### config.mk
export PLATFORM = sky130hd
export DESIGN_NAME = irq_src_bank
export DESIGN_NICKNAME = d
export VERILOG_FILES = /design/src/rtl/irq_bank_pkg.sv /design/src/rtl/irq_sync.sv /design/src/rtl/irq_src_cell.sv /design/src/rtl/irq_bank_regs.sv /design/src/rtl/irq_src_bank.sv
export SDC_FILE = /design/constraint.sdc
export NUM_CORES = 1
export LEC_CHECK = 0
export BUFFER_PORTS_ARGS = -buffer_cell sky130_fd_sc_hd__buf_4
export CAP_MARGIN = 40
export CORE_AREA = 2 2 460 462
export CTS_BUF_LIST = sky130_fd_sc_hd__clkbuf_4
export DETAILED_ROUTE_END_ITERATION = 16
export DIE_AREA = 0 0 462 464
export GPL_TIMING_DRIVEN = 0
export PLACE_DENSITY_LB_ADDON = 0.1
export SETUP_SLACK_MARGIN = 0.1
export SLEW_MARGIN = 15
export SYNTH_ARGS = -nofsm -noshare
export SYNTH_HDL_FRONTEND = slang
export SYNTH_SLANG_ARGS = --single-unit
### constraint.sdc
create_clock -name clk -period 3.1 [get_ports clk]
set_clock_uncertainty 0.2 [all_clocks]
set_input_delay 0.31 -clock clk [delete_from_list [all_inputs] [get_ports clk]]
set_output_delay 0.31 -clock clk [all_outputs]
set_load 0.03 [all_outputs]
### src/rtl/irq_bank_pkg.sv
package irq_bank_pkg;

   localparam int REG_W       = 32;
   localparam int PIN_W       = 6;
   localparam int SW_NUM_W    = 8;
   localparam int SW_SET_BIT  = 31;
   localparam int MAP_PIN_BIT = 31;
   localparam int MAP_NMI_BIT = 30;

   // register offsets; the bank fabric decodes these
   localparam int OFS_POL    = 'h100;
   localparam int OFS_TRIG   = 'h180;
   localparam int OFS_DUAL   = 'h200;
   localparam int OFS_SWTRIG = 'h280;
   localparam int OFS_MCLR   = 'h300;
   localparam int OFS_MSET   = 'h380;
   localparam int OFS_MASK   = 'h400;
   localparam int OFS_PEND   = 'h480;
   localparam int OFS_MAP    = 'h500;

   typedef struct packed {
      logic             to_pin;
      logic             to_nmi;
      logic [PIN_W-1:0] pin;
   } route_t;

   function automatic logic [REG_W-1:0] route_word(input route_t r);
      logic [REG_W-1:0] w;
      w                   = '0;
      w[MAP_PIN_BIT]      = r.to_pin;
      w[MAP_NMI_BIT]      = r.to_nmi;
      w[PIN_W-1:0]        = r.pin;
      return w;
   endfunction

endpackage

### src/rtl/irq_sync.sv
module irq_sync #(
   parameter int STAGES = 2
) (
   input  logic clk,
   input  logic rst_n,
   input  logic d_i,
   output logic q_o
);

   generate
      if (STAGES < 1) begin : g_bad
         $error("irq_sync: STAGES must be at least 1");
      end

      if (STAGES == 1) begin : g_single
         logic ff_q;
         always_ff @(posedge clk or negedge rst_n) begin
            if (!rst_n) ff_q <= 1'b0;
            else        ff_q <= d_i;
         end
         assign q_o = ff_q;
      end else begin : g_chain
         logic [STAGES-1:0] sr_q;
         always_ff @(posedge clk or negedge rst_n) begin
            if (!rst_n) sr_q <= '0;
            else        sr_q <= {sr_q[STAGES-2:0], d_i};
         end
         assign q_o = sr_q[STAGES-1];
      end
   endgenerate

endmodule

### src/rtl/irq_src_cell.sv
module irq_src_cell #(
   parameter int SYNC_STAGES = 2
) (
   input  logic clk,
   input  logic rst_n,
   input  logic raw_i,
   input  logic pol_i,
   input  logic trig_i,
   input  logic dual_i,
   input  logic sw_set_i,
   input  logic sw_clr_i,
   output logic pend_o
);

   logic sync_s;
   logic prev_q;
   logic pend_q;
   logic rise_s;
   logic fall_s;
   logic hit_s;
   logic active_s;

   irq_sync #(.STAGES(SYNC_STAGES)) u_sync (
      .clk   (clk),
      .rst_n (rst_n),
      .d_i   (raw_i),
      .q_o   (sync_s)
   );

   always_ff @(posedge clk or negedge rst_n) begin
      if (!rst_n) prev_q <= 1'b0;
      else        prev_q <= sync_s;
   end

   assign rise_s   = sync_s & ~prev_q;
   assign fall_s   = ~sync_s & prev_q;
   assign hit_s    = dual_i ? (rise_s | fall_s) : (pol_i ? rise_s : fall_s);
   assign active_s = pol_i ? sync_s : ~sync_s;

   always_ff @(posedge clk or negedge rst_n) begin
      if (!rst_n) begin
         pend_q <= 1'b0;
      end else if (!trig_i) begin
         pend_q <= active_s;
      end else if (hit_s || sw_set_i) begin
         pend_q <= 1'b1;
      end else if (sw_clr_i) begin
         pend_q <= 1'b0;
      end
   end

   assign pend_o = pend_q;

   AST_EDGE_STICKY: assert property (@(posedge clk) disable iff (!rst_n)
      trig_i && pend_q && !sw_clr_i |=> pend_q);

   AST_SW_CLEAR: assert property (@(posedge clk) disable iff (!rst_n)
      trig_i && sw_clr_i && !hit_s |=> !pend_q);

   AST_LEVEL_TRACK: assert property (@(posedge clk) disable iff (!rst_n)
      !trig_i |=> pend_q == $past(sync_s == pol_i));

endmodule

### src/rtl/irq_bank_regs.sv
module irq_bank_regs
   import irq_bank_pkg::*;
#(
   parameter int NUM_IRQ = 32,
   parameter int ADDR_W  = 12
) (
   input  logic                      clk,
   input  logic                      rst_n,
   input  logic                      we_i,
   input  logic [ADDR_W-1:0]         addr_i,
   input  logic [REG_W-1:0]          wdata_i,
   output logic [REG_W-1:0]          rdata_o,
   input  logic [NUM_IRQ-1:0]        pend_i,
   output logic [NUM_IRQ-1:0]        pol_o,
   output logic [NUM_IRQ-1:0]        trig_o,
   output logic [NUM_IRQ-1:0]        dual_o,
   output logic [NUM_IRQ-1:0]        mask_o,
   output logic [NUM_IRQ-1:0]        sw_set_o,
   output logic [NUM_IRQ-1:0]        sw_clr_o,
   output route_t [NUM_IRQ-1:0]      route_o
);

   logic [NUM_IRQ-1:0]   pol_q;
   logic [NUM_IRQ-1:0]   trig_q;
   logic [NUM_IRQ-1:0]   dual_q;
   logic [NUM_IRQ-1:0]   mask_q;
   route_t [NUM_IRQ-1:0] route_q;
   logic                 sw_fire;
   logic [SW_NUM_W-1:0]  sw_num;

   function automatic logic [ADDR_W-1:0] bit_word(input int base, input int idx);
      return ADDR_W'(base + 4 * (idx / REG_W));
   endfunction

   function automatic logic [ADDR_W-1:0] map_word(input int idx);
      return ADDR_W'(OFS_MAP + 4 * idx);
   endfunction

   always_ff @(posedge clk or negedge rst_n) begin
      if (!rst_n) begin
         pol_q   <= '0;
         trig_q  <= '0;
         dual_q  <= '0;
         mask_q  <= '0;
         route_q <= '0;
      end else if (we_i) begin
         for (int i = 0; i < NUM_IRQ; i++) begin
            if (addr_i == bit_word(OFS_POL, i))  pol_q[i]  <= wdata_i[i % REG_W];
            if (addr_i == bit_word(OFS_TRIG, i)) trig_q[i] <= wdata_i[i % REG_W];
            if (addr_i == bit_word(OFS_DUAL, i)) dual_q[i] <= wdata_i[i % REG_W];
            if (addr_i == bit_word(OFS_MSET, i) && wdata_i[i % REG_W]) mask_q[i] <= 1'b1;
            if (addr_i == bit_word(OFS_MCLR, i) && wdata_i[i % REG_W]) mask_q[i] <= 1'b0;
            if (addr_i == map_word(i)) begin
               route_q[i].to_pin <= wdata_i[MAP_PIN_BIT];
               route_q[i].to_nmi <= wdata_i[MAP_NMI_BIT];
               route_q[i].pin    <= wdata_i[PIN_W-1:0];
            end
         end
      end
   end

   always_comb begin
      rdata_o = '0;
      for (int i = 0; i < NUM_IRQ; i++) begin
         if (addr_i == bit_word(OFS_POL, i))  rdata_o[i % REG_W] = pol_q[i];
         if (addr_i == bit_word(OFS_TRIG, i)) rdata_o[i % REG_W] = trig_q[i];
         if (addr_i == bit_word(OFS_DUAL, i)) rdata_o[i % REG_W] = dual_q[i];
         if (addr_i == bit_word(OFS_MASK, i)) rdata_o[i % REG_W] = mask_q[i];
         if (addr_i == bit_word(OFS_PEND, i)) rdata_o[i % REG_W] = pend_i[i];
         if (addr_i == map_word(i))           rdata_o            = route_word(route_q[i]);
      end
   end

   assign sw_fire = we_i && (addr_i == ADDR_W'(OFS_SWTRIG));
   assign sw_num  = wdata_i[SW_NUM_W-1:0];

   genvar g;
   generate
      for (g = 0; g < NUM_IRQ; g++) begin : g_line
         assign sw_set_o[g] = sw_fire &&  wdata_i[SW_SET_BIT] && (sw_num == SW_NUM_W'(g));
         assign sw_clr_o[g] = sw_fire && !wdata_i[SW_SET_BIT] && (sw_num == SW_NUM_W'(g));

         AST_MASK_SET: assert property (@(posedge clk) disable iff (!rst_n)
            we_i && addr_i == bit_word(OFS_MSET, g) && wdata_i[g % REG_W] |=> mask_q[g]);

         AST_MASK_CLR: assert property (@(posedge clk) disable iff (!rst_n)
            we_i && addr_i == bit_word(OFS_MCLR, g) && wdata_i[g % REG_W] |=> !mask_q[g]);

         AST_MASK_HOLD: assert property (@(posedge clk) disable iff (!rst_n)
            !(we_i && (addr_i == bit_word(OFS_MSET, g) || addr_i == bit_word(OFS_MCLR, g)))
            |=> $stable(mask_q[g]));
      end
   endgenerate

   assign pol_o   = pol_q;
   assign trig_o  = trig_q;
   assign dual_o  = dual_q;
   assign mask_o  = mask_q;
   assign route_o = route_q;

endmodule

### src/rtl/irq_src_bank.sv
module irq_src_bank
   import irq_bank_pkg::*;
#(
   parameter int NUM_IRQ     = 32,
   parameter int ADDR_W      = 12,
   parameter int SYNC_STAGES = 2
) (
   input  logic                     clk,
   input  logic                     rst_n,
   input  logic [NUM_IRQ-1:0]       irq_in,
   input  logic                     bus_we,
   input  logic [ADDR_W-1:0]        bus_addr,
   input  logic [REG_W-1:0]         bus_wdata,
   output logic [REG_W-1:0]         bus_rdata,
   output logic [NUM_IRQ-1:0]       irq_out,
   output logic [NUM_IRQ*REG_W-1:0] irq_route
);

   localparam int MAX_IRQ  = 1 << SW_NUM_W;
   localparam int MAP_END  = OFS_MAP + 4 * NUM_IRQ;

   logic [NUM_IRQ-1:0]   pol_s;
   logic [NUM_IRQ-1:0]   trig_s;
   logic [NUM_IRQ-1:0]   dual_s;
   logic [NUM_IRQ-1:0]   mask_s;
   logic [NUM_IRQ-1:0]   sw_set_s;
   logic [NUM_IRQ-1:0]   sw_clr_s;
   logic [NUM_IRQ-1:0]   pend_s;
   route_t [NUM_IRQ-1:0] route_s;

   generate
      if (NUM_IRQ < 1 || NUM_IRQ > MAX_IRQ) begin : g_bad_num
         $error("irq_src_bank: NUM_IRQ out of range for the trigger number field");
      end
      if (MAP_END > (1 << ADDR_W)) begin : g_bad_addr
         $error("irq_src_bank: ADDR_W too small for the routing words");
      end
   endgenerate

   irq_bank_regs #(
      .NUM_IRQ (NUM_IRQ),
      .ADDR_W  (ADDR_W)
   ) u_regs (
      .clk      (clk),
      .rst_n    (rst_n),
      .we_i     (bus_we),
      .addr_i   (bus_addr),
      .wdata_i  (bus_wdata),
      .rdata_o  (bus_rdata),
      .pend_i   (pend_s),
      .pol_o    (pol_s),
      .trig_o   (trig_s),
      .dual_o   (dual_s),
      .mask_o   (mask_s),
      .sw_set_o (sw_set_s),
      .sw_clr_o (sw_clr_s),
      .route_o  (route_s)
   );

   genvar g;
   generate
      for (g = 0; g < NUM_IRQ; g++) begin : g_src
         irq_src_cell #(
            .SYNC_STAGES (SYNC_STAGES)
         ) u_cell (
            .clk      (clk),
            .rst_n    (rst_n),
            .raw_i    (irq_in[g]),
            .pol_i    (pol_s[g]),
            .trig_i   (trig_s[g]),
            .dual_i   (dual_s[g]),
            .sw_set_i (sw_set_s[g]),
            .sw_clr_i (sw_clr_s[g]),
            .pend_o   (pend_s[g])
         );
         assign irq_route[g*REG_W +: REG_W] = route_word(route_s[g]);
      end
   endgenerate

   assign irq_out = pend_s & mask_s;

   AST_OUT_DROPS_ON_CLEAR: assert property (@(posedge clk) disable iff (!rst_n)
      bus_we && bus_addr == ADDR_W'(OFS_MCLR) && (bus_wdata[0] == 1'b1) |=> !irq_out[0]);

endmodule

# == Yosys cells after proc, flatten, opt, wreduce, memory -nomap -nowiden ==
# Cells that the tools add are included.
# totals
output_inout_bits,1088
inputBits,79
register_bits,512
wordCells,1203
# classes
n_eq_ne,103
reduce_logical,264
muxes,448
bitwise,161
# op_table
op,n
32-bit two-way mux,32
1-bit two-way mux,416
"12-bit by 11-bit == test with 1-bit output, second input constant",34
2-bit AND reduction,67
1-bit logical AND,131
"8-bit by 5-bit == test with 1-bit output, second input constant",16
"3-bit by 1-bit != test with 1-bit output, second input constant",32
1-bit bitwise AND,64
"8-bit by 4-bit == test with 1-bit output, second input constant",8
1-bit inverter,64
2-bit nonzero test,32
"12-bit by 10-bit == test with 1-bit output, second input constant",4
32-bit bitwise AND,1
"8-bit by 3-bit == test with 1-bit output, second input constant",4
1-bit logical OR,32
1-bit OR,32
"12-bit by 9-bit == test with 1-bit output, second input constant",2
"8-bit by 2-bit == test with 1-bit output, second input constant",2
"8-bit by 1-bit == test with 1-bit output, second input constant",1
8-bit zero test,1
1-bit zero test,1

# == Depth between registers and ports, before layout ==
# logic_depth
depth_word,193
mapped_depth,12
ltp_nobuf,8

# == Hierarchy ==
# From an unflattened synthesis, not the netlist that was laid out.
# unflattened
hier_cells,2999
area_unflattened_um2,30944.7
# by_module_without_submodules
mod,seq_area_each_um2,area_each_um2,cells_per_inst,n_inst
irq_bank_regs,9609.2,19049.5,1718,1
irq_src_bank,0.0,5969.5,801,1
irq_src_cell,50.0,135.1,13,32
irq_sync,50.0,50.0,2,32

# == Worst setup path after synthesis ==
# No wires, ideal clock.
# synth_path
path_kind,input port to output port
from,input port bus_addr[11]
to,output port bus_rdata[2]
n_path_buf,4
path_slack_ps,-196
path_stages,12
arrival_time_ps,2786
required_ps,2590
cell_sequence,buf_4 nor4bb_1 buf_2 buf_2 buf_2 nand3_1 a221oi_1 o22ai_1 o221ai_1 nand3_1 a21o_1 a211oi_1
# synth_between
elab_chain_cells,38
elab_cells_between_ends,74
classes_between,eq/ne: 37; mux: 37
# synth_rtl
element,line,source
from (decl),irq_src_bank.sv:12,"input logic [ADDR_W-1:0] bus_addr,"
12-bit by 11-bit == test with 1-bit output,irq_bank_regs.sv:70,if (addr_i == map_word(i)) rdata_o = route_word(route_q[i]);
32-bit two-way mux (2 in a row),irq_bank_regs.sv:70,
1-bit two-way mux,irq_bank_regs.sv:65,"if (addr_i == bit_word(OFS_POL, i)) rdata_o[i % REG_W] = pol_q[i];"
1-bit two-way mux,irq_bank_regs.sv:66,"if (addr_i == bit_word(OFS_TRIG, i)) rdata_o[i % REG_W] = trig_q[i];"
1-bit two-way mux,irq_bank_regs.sv:67,"if (addr_i == bit_word(OFS_DUAL, i)) rdata_o[i % REG_W] = dual_q[i];"
1-bit two-way mux,irq_bank_regs.sv:68,"if (addr_i == bit_word(OFS_MASK, i)) rdata_o[i % REG_W] = mask_q[i];"
1-bit two-way mux,irq_bank_regs.sv:69,"if (addr_i == bit_word(OFS_PEND, i)) rdata_o[i % REG_W] = pend_i[i];"
32-bit two-way mux (29 in a row),irq_bank_regs.sv:70,
32-bit two-way mux *,irq_bank_regs.sv:70,
to (decl),irq_src_bank.sv:14,"output logic [REG_W-1:0] bus_rdata,"
# Every way passes the cells marked *; elsewhere a longest branch is shown, timed or not.

# == Worst setup path in the final report ==
# layout_path
from,input port bus_addr[11]
to,output port bus_rdata[30]
# layout_between
elab_chain_cells,38
elab_cells_between_ends,74
classes_between,eq/ne: 37; mux: 37
# layout_rtl
element,line
12-bit by 11-bit == test with 1-bit output,irq_bank_regs.sv:70
32-bit two-way mux (30 in a row),irq_bank_regs.sv:70
1-bit two-way mux,irq_bank_regs.sv:65
1-bit two-way mux,irq_bank_regs.sv:66
1-bit two-way mux,irq_bank_regs.sv:67
1-bit two-way mux,irq_bank_regs.sv:68
1-bit two-way mux,irq_bank_regs.sv:69
32-bit two-way mux,irq_bank_regs.sv:70
32-bit two-way mux *,irq_bank_regs.sv:70
# Marks and branches as above.

==> out/metrics.cfg <==
[global_route]
grt_antenna_before_repair = 33
grt_overflow = 0
grt_max_degree = 86
grt_pass1_wl_um = 235000
grt_usage_pct = 16.0
grt_pass1_vias = 25800

[timing]
rsz0062_at_grt = true
fin_ws_ns = -0.993
finalMaxSlewViolations = 0
worstMarginPinSlew_ns = 0.926
final.period_utilization_pct = 132
relSlewSlack_pct = 38.2
setup_violations = 31
finalHoldViolCount = 0
period_minus_slack_ns = 4.09
fmax_mhz = 244
setup_tns_ns = -9.89

[clocking]
clkLatencyLatePin_ns = 1.13
cts_buffer_depth = 3
numClockSinks = 512
root_buffer = clkbuf_4
cts_tree = built
cts_buffers = 157
cts_max_level = 4
path_clk_slew_ns = 0.06

[logic_synthesis]
synthCells = 2980
synth_ff_type = dfrtp_1
ys.warnings.count = 0
yosysSeqAreaShare_pct = 41.9
synth.distinct_cells = 76
synth_seq_cells = 512
netlist_area_um2 = 30600
synth-edff-count = 0
syn_avg_cell_area_um2 = 10.3
async_flop_share_pct = 100

[finish]
fin_area_um2 = 46700
nets = 4751
area_growth_pct = 52.7
postLayoutCoreUtil_pct = 22.3
layout_commonest_cell = buf_4
mostFrequentLayoutCells = 1217 x buf_4, 768 x conb_1, 501 x dfrtp_1
fin_cells = 7538
drive_above_1_share_pct = 45.6

[die]
fp.dieW_um = 462
coreArea_um2 = 209000
start_util_pct = 14.6
io_pins = 1167
die-area_um2 = 214000
std_cell_rows = 168
dieHeight_um = 464

[setup_path]
cp.arrival_ns = 3.58
reg2reg_setup_slack_ns = 1.32
crit_path_start_kind = primary input
cp-end-kind = output port
crit_fanout = 10
criticalPathCategory = in -> out
critPathRequiredTime_ns = 2.59

[placement]
gp_congestion = 0.804
dpl.hpwl_um = 144000
postPlaceCellArea_um2 = 40800
dp_slack_ns = -2.03
dp_cells = 7003
portBuffers = 387

[route]
wirelength_um = 177000
route.vias.total = 26700
antenna_left = 0
route.detailed.drc = 0
dr.pass1.iters = 5
wire_per_inst_um = 23.5
drt_iter0_markers = 1390
vias_per_cell = 3.54

[run]
drv_cap = 0

[outcome]
violations = negative setup slack
outcome = finished with violations

[worst_hold_path]
hp-class = in -> reg

[power]
max-vdd-ir-drop_mv = 0.265
p_leak_nw = 24.1
powerDensity_nw_per_um2 = 366

## final cells by class
type	count	area, um2
plain buffers	883	6540
well taps	2805	3510
fillers	23200	162000
flip-flops and latches	512	12800
multi-input cells	2282	15300
diodes	12	30.0
inverters	69	260
clock buffers	235	1760
repair buffers	703	6310
clock inverters	37	170
## cell usage after synthesis (all sizes together), types with 4 or more instances
cell type  number  share of area [%]
and3            5               0.10
mux2          325                 12
nand2         173                2.1
o22ai          26               0.53
o31ai           4              0.098
o211ai         13               0.32
xnor2          32               0.92
clkbuf         77               0.95
a2111oi         4               0.11
a21oi         170                2.8
o22a            5               0.14
nor4b          11               0.55
ha             64                2.6
nand2b          7               0.14
nand4           8               0.16
o2111ai         4               0.11
a31oi           9               0.18
a221oi         56                1.6
o21ai          80                1.3
mux2i          12               0.39
nor4           10               0.32
o221ai         12               0.34
a211oi         41                1.0
nor3           37               0.79
a22oi          59                1.4
a21o            4              0.098
nand3          73                1.2
inv            68               0.84
a221o          11               0.36
dfrtp         512                 42
nor2          132                1.6
or4b            8               0.26
nor2b          38               0.78
and2           33               0.68
buf           807                 20
## report_power, final
part,leakage (nW),switching (mW),internal (mW)
logic,16.1,2.15,1.12
registers,6.84,0.101,6.79
clock network,1.17,3.41,3.51
## cells by family after synthesis
logic type / Yosys count / share of synthesized area, %
compound gates: 524 / 11.3
xor+xnor: 32 / 0.917
fa+ha+maj: 64 / 2.62
buf+inv: 953 / 21.5
flops: 512 / 41.9
mux: 338 / 12.4
other cells: 1 / 0.0123
simple gates: 556 / 9.35
## final timing paths
| kind | from | end | cells past startpoint |
|---|---|---|---|
| max in group asynchronous | rst_n | u_regs.route_o[55]$_DFFE_PN0P_ | 8 |
| setup reg to reg | g_src[31].u_cell.u_sync.g_chain.sr_q[1]$_DFF_PN0_ | g_src[31].u_cell.pend_o$_DFFE_PN0P_ | 7 |
| hold / removal | bus_addr[8] | g_src[4].u_cell.pend_o$_DFFE_PN0P_ | 9 |
| hold reg to reg | g_src[26].u_cell.u_sync.g_chain.sr_q[0]$_DFF_PN0_ | g_src[26].u_cell.u_sync.g_chain.sr_q[1]$_DFF_PN0_ | 0 |
| setup / recovery | bus_addr[11] | bus_rdata[30] | 12 |
| min in group asynchronous | rst_n | g_src[15].u_cell.u_sync.g_chain.sr_q[0]$_DFF_PN0_ | 4 |
## per-stage QoR
step,power [mW],hold WS [ns]
floorplan,9.32,-0.186
global placement,9.93,0.132
detailed placement,10.0,-0.114
CTS,17.4,-0.138
global route,18.0,0.0356
finish,17.1,0.0508
## sequential cells by signal (all words and copies together) (netlist names)
| signal | cells |
|---|---|
| u_regs.dual_o | 32 |
| g_src.u_cell.u_sync.g_chain.sr_q | 64 |
| u_regs.route_o | 256 |
| g_src.u_cell.prev_q | 32 |
| u_regs.trig_o | 32 |
| u_regs.mask_o | 32 |
| u_regs.pol_o | 32 |
| g_src.u_cell.pend_o | 32 |
## what timing repair did
action,CTS,global route
setup endpoints to repair,33,58
gates resized for setup,243,131
pin swaps,49,64
endpoints found under the hold margin,644,1
hold buffers,156,2
buffers inserted,52,41
## critical path, cell delays in order
cell and delay (ns):
buf_4 0.12, buf_4 0.17, nor4bb_4 0.35, buf_6 0.23, nand3_2 0.36, nor2_2 0.44
a221o_1 0.25, nor3_4 0.07, o21ai_4 0.22, a31oi_4 0.16, o211ai_1 0.59, buf_4 0.29
## routing by layer
| layer | global-route usage, % | share of wire (%) | vias to the layer above |
|---|---|---|---|
| met2 | 28.4 | 51 | 955 |
| li1 | - | - | 12300 |
| met3 | 3.45 | 6.1 | 220 |
| met1 | 19.5 | 41 | 13200 |
| met5 | 0 | 0.046 | - |
| met4 | 3.67 | 2.0 | 14 |
(Power assumes the default switching activity.)
